===== config.mk =====
export PLATFORM = sky130hd
export DESIGN_NAME = rx_sys_fmt
export DESIGN_NICKNAME = d
export VERILOG_FILES = /design/src/rtl/rx_sys_fmt.sv
export SDC_FILE = /design/constraint.sdc
export NUM_CORES = 1
export LEC_CHECK = 0
export BUFFER_PORTS_ARGS = -buffer_cell sky130_fd_sc_hd__buf_2
export CORE_MARGIN = 4
export CORE_UTILIZATION = 44
export CTS_BUF_LIST = sky130_fd_sc_hd__clkbuf_2
export CTS_CLUSTER_DIAMETER = 50
export CTS_CLUSTER_SIZE = 30
export DETAILED_ROUTE_END_ITERATION = 10
export PLACE_DENSITY = 0.76
export SLEW_MARGIN = 25
export SYNTH_ARGS = -nofsm -noshare
export SYNTH_HDL_FRONTEND = slang
export SYNTH_SLANG_ARGS = --single-unit

===== constraint.sdc =====
create_clock -name clk -period 1.3 [get_ports clk]
set_clock_uncertainty 0.1 [all_clocks]
set_input_delay 0.195 -clock clk [delete_from_list [all_inputs] [get_ports clk]]
set_output_delay 0.195 -clock clk [all_outputs]
set_load 0.02 [all_outputs]

===== src/rtl/rx_sys_fmt.sv =====
module rx_sys_fmt (
  input  logic       clk,
  input  logic       rst_n,
  input  logic [1:0] fmt,
  input  logic [2:0] ind_sel,
  input  logic       inv,
  input  logic       edge_neg,
  input  logic       rec_clk,
  input  logic       dec_data,
  input  logic       rail_p,
  input  logic       rail_n,
  input  logic       slc_p,
  input  logic       slc_n,
  input  logic       ind_prbs,
  input  logic       ind_ais,
  input  logic       ind_exz,
  input  logic       ind_bpv,
  input  logic       ind_los,
  output logic       pin_a,
  output logic       pin_b,
  output logic       pin_c
);

  localparam logic [1:0] F_SNRZ = 2'd0;
  localparam logic [1:0] F_DNRZ = 2'd1;
  localparam logic [1:0] F_DRZ  = 2'd2;
  localparam logic [1:0] F_SLC  = 2'd3;

  logic       rclk_q, half_q;
  logic [1:0] fmt_q;
  logic       d_q, p_q, n_q, sp_q, sn_q, ind_q, ind_e_q;
  logic       ind_now;

  wire chg      = rec_clk ^ rclk_q;
  wire act_edge = chg & (rec_clk ^ edge_neg);
  wire opp_edge = chg & ~act_edge;

  always_comb begin
    case (ind_sel)
      3'd0:    ind_now = ind_prbs;
      3'd1:    ind_now = ind_ais;
      3'd2:    ind_now = ind_exz;
      3'd3:    ind_now = ind_bpv;
      3'd4:    ind_now = ind_exz | ind_bpv;
      3'd5:    ind_now = ind_los;
      3'd6:    ind_now = rec_clk;
      default: ind_now = slc_p ^ slc_n;
    endcase
  end

  always_ff @(posedge clk) begin
    if (!rst_n) begin
      rclk_q  <= 1'b0;
      half_q  <= 1'b0;
      fmt_q   <= F_SNRZ;
      d_q     <= 1'b0;
      p_q     <= 1'b0;
      n_q     <= 1'b0;
      sp_q    <= 1'b0;
      sn_q    <= 1'b0;
      ind_q   <= 1'b0;
      ind_e_q <= 1'b0;
    end else begin
      rclk_q <= rec_clk;
      sp_q   <= slc_p;
      sn_q   <= slc_n;
      ind_q  <= ind_now;
      if (act_edge) begin
        fmt_q   <= fmt;
        d_q     <= dec_data;
        p_q     <= rail_p;
        n_q     <= rail_n;
        ind_e_q <= ind_now;
        half_q  <= 1'b1;
      end else if (opp_edge) begin
        half_q  <= 1'b0;
      end
    end
  end

  always_comb begin
    case (fmt_q)
      F_SNRZ: begin
        pin_a = d_q ^ inv;
        pin_b = ind_e_q;
        pin_c = rclk_q;
      end
      F_DNRZ: begin
        pin_a = p_q ^ inv;
        pin_b = n_q ^ inv;
        pin_c = rclk_q;
      end
      F_DRZ: begin
        pin_a = (p_q & half_q) ^ inv;
        pin_b = (n_q & half_q) ^ inv;
        pin_c = rclk_q;
      end
      default: begin
        pin_a = sp_q ^ inv;
        pin_b = sn_q ^ inv;
        pin_c = ind_q;
      end
    endcase
  end

  AST_FMT_HOLD: assert property (@(posedge clk) disable iff (!rst_n)
    !act_edge |=> $stable(fmt_q));

  AST_CLK_PASS: assert property (@(posedge clk) disable iff (!rst_n)
    (fmt_q != F_SLC && $past(rst_n)) |-> pin_c == $past(rec_clk));

  AST_RZ_IDLE: assert property (@(posedge clk) disable iff (!rst_n)
    (fmt_q == F_DRZ && !half_q) |-> (pin_a == inv && pin_b == inv));

  AST_SLC_PASS: assert property (@(posedge clk) disable iff (!rst_n)
    (fmt_q == F_SLC && $past(rst_n)) |-> ((pin_a ^ inv) == $past(slc_p) && (pin_b ^ inv) == $past(slc_n)));

  AST_HALF_CLEAR: assert property (@(posedge clk) disable iff (!rst_n)
    opp_edge |=> !half_q);

endmodule


==> impl_results.md <==
* CTS Root Cell: clkbuf_2
* Total gr overflow at 0
* Hold path depth at 2
* Hold Crit Class: in2reg
* Worst path max stage delay at 0.41 ns
* GRT Overall Usage at 14.8%
* Final HPWL DP at roughly 940 um
* Antenna Violating Nets Remaining at 0
* Clk slew on worst S/H paths at about 0.11 ns
* Final min period at 1.89 ns
* Outcome: finished with violations
* Fin cells at 103
* Commonest cells in the netlist: dfxtp_1 (11), mux2i_1 (8), nor2b_1 (7), ha_1 (4)
* Flop-to-flop setup slack at 0.01 ns
* Unique masters post-synth at 23
* Max-slew headroom at 83.0%
* Critical path type: reg2out
* Layout cells sized above 1 at about 58%
* Antenna violations before repair at 0
* Post-synth top area cell: dfxtp_1
* CP delay by family, top: flip-flops
* Final Hold Viols at 0
* Fin. max-slew vios at 0
* DRT iter0 DRCs at 4
* Max Clk Rate at about 0.53 GHz
* Number of flops mapped to enable cells by yosys at 0
* Sequential area share after synthesis at 35.9%
* # rows at 13
* Vias per cell at ~5.0
* Setup violations, final at 3
* Largest net degree at the start of global routing at 12
* Total chip power at just under 0.0008 W
* WP data required at 1.00 ns
* Final setup margin at -0.594 ns
* P_leak at approximately 0.39 nW
* Async SR Flop Fraction at 0%
* DRT Pass-1 Iters at 3
* Vias at ~520
* ANT cells at 0
* Reg2reg path depth at 5
* Top Ports at 23
* Syn_nets at 83
* Main synth FF type: dfxtp_1
* Drc violations at 0
* Ranking of synthesized cells by area: dfxtp_1 (36%), mux2i_1 (13%), ha_1 (8.2%)
* Mapped Cells at slightly below 60
* FILL cells at about 110
* Yosys reg bits at 11
* Top-count cell post-synth: dfxtp_1
* Post-Syn Area at 613 um2
* Post-place setup slack at -0.337 ns
* CTS tree: done
* Initial Util at a little under half
* Layout area overhead at 46.5%
* Failing checks: negative setup slack
* Largest buffer count on any clock path at 2
* Worst-skew pair later-pin latency at approximately 0.26 ns
* RSZ-0062 raised after global routing: yes
* Setup TNS Final at -1.65 ns
* Max IR drop VDD at 0.000809 V
* CP Max Fanout at 4
* Top-area cell type share of the netlist area at 35.9%
* Number of global-route vias before repair at approximately 520
* Slowest CP cell: dfxtp_4
* Power Dens Cells at about 870 nW/um2
* Core Util, Final at between 60 and 70%
* Critical Path End Type: primary output
* Worst setup SP type: flip-flop
* Die Y at approximately 45 um
* Post-Place Cells at 98
* WL per Instance at approximately 13 um
* Full die area at 2050 um2
* Clock sinks at 11
* Avg Inst Size Synth at between 10 and 15 um2
* Tightest Pin Transition at approximately 0.25 ns
* Synth warn at 0
* Critical Path AT at 1.60 ns
* Nets@finish at approximately 110
* Worst Path Buf+Inv at 2
* IO Port Bufs at 22
* Max-cap violations at 0
* Worst-path cell chain: inv_4 -> ha_4 -> a21o_1 -> a31oi_1 -> xor2_1 -> o21ai_2 -> buf_6
* First-pass GRT wire length at 2.13 mm
* Critical path depth at 7
* Htree depth at 1
* TritonCTS buffer count at 3
* Routability congestion estimate at around 0.86
* Core area at between 1000 and 1500 um2
* Drt total wl at about 1.3 mm
* Hold_buf cts at 0
* Die width at around 45 um
* Fin crit share at 146%
where the power goes:
group          switching [W]  internal [W]  total, W
combinational      0.0000942      0.000122  0.000216
sequential         0.0000163      0.000358  0.000374
clock               0.000111     0.0000817  0.000193
per-stage QoR:
stage                     hold WS [ns]  instance area, um2
after floorplan                  0.217                 632
after global placement           0.323                 792
after detailed placement         0.327                 792
after CTS                       0.0434                 887
after global routing            0.0390                 898
final                           0.0627                 898
timing repair:
action / 4_1_cts / 5_1_grt
pin swaps: 5 / 0
gates resized for setup: 13 / 4
endpoints found under the setup margin: 4 / 6
buffers inserted: 1 / 0
routing by layer:
metal	wire, um	part of all wire [%]	track usage [%]
met5	0	0	0
met3	66	5.1	7.17
met2	724	56	24.9
met4	4	0.31	3.51
met1	495	38	16.6
final timing paths:
path | startpoint | end
setup / recovery | fmt_q[1]$_SDFFE_PN0P_ | pin_b
hold / removal | slc_p | sp_q$_SDFF_PN0_
setup reg to reg | rclk_q$_SDFF_PN0_ | fmt_q[1]$_SDFFE_PN0P_
hold reg to reg | n_q$_SDFFE_PN0P_ | n_q$_SDFFE_PN0P_
kinds of logic after synthesis:
group                      Yosys count  share of synthesized area (%)
and+or+nand+nor                     16                           14.9
muxes                               11                           22.2
DFF                                 11                           35.9
AOI/OAI and AO/OA                   10                           11.4
buffers and inverters                4                           3.06
adders and majority gates            4                           8.16
xor gates and xnor gates             3                           4.29
sequential cells by signal, summed over array words and instances (netlist names):
register  count
rclk_q        1
half_q        1
sn_q          1
ind_q         1
d_q           1
p_q           1
ind_e_q       1
n_q           1
fmt_q         2
sp_q          1
placed cells by master, fill, tap and decap left out, drive strengths merged:
cell type	Yosys	routed
a22oi	1	1
dfxtp	11	11
nor2b	7	7
buf	1	27
o21ai	3	3
clkbuf	1	4
and2	3	3
a31oi	3	3
inv	2	2
mux2	1	1
nor2	1	1
nand2b	2	2
o211ai	1	1
nand2	3	3
a21boi	1	1
mux4	1	1
a21o	1	1
ha	4	4
xor2	3	3
mux2i	9	9
cell type report:
type | instances | area, um2 | area share (%)
multi-input combinational | 44 | 445 | 49.6
sequential | 11 | 229 | 25.5
timing repair buffer | 27 | 173 | 19.2
clock buffer | 4 | 20.0 | 2.23
tap | 15 | 18.8 | 2.09
inverter | 2 | 12.5 | 1.39
worst reg2reg max path: cells and delay by family, from the launching register on:
| family | cells | cell delay (ns) |
|---|---|---|
| buffers and inverters | 1 | 0.15 |
| AND/OR/NAND/NOR | 2 | 0.22 |
| multiplexers | 2 | 0.37 |
| flip-flops | 1 | 0.35 |
(Power assumes the default switching activity.)
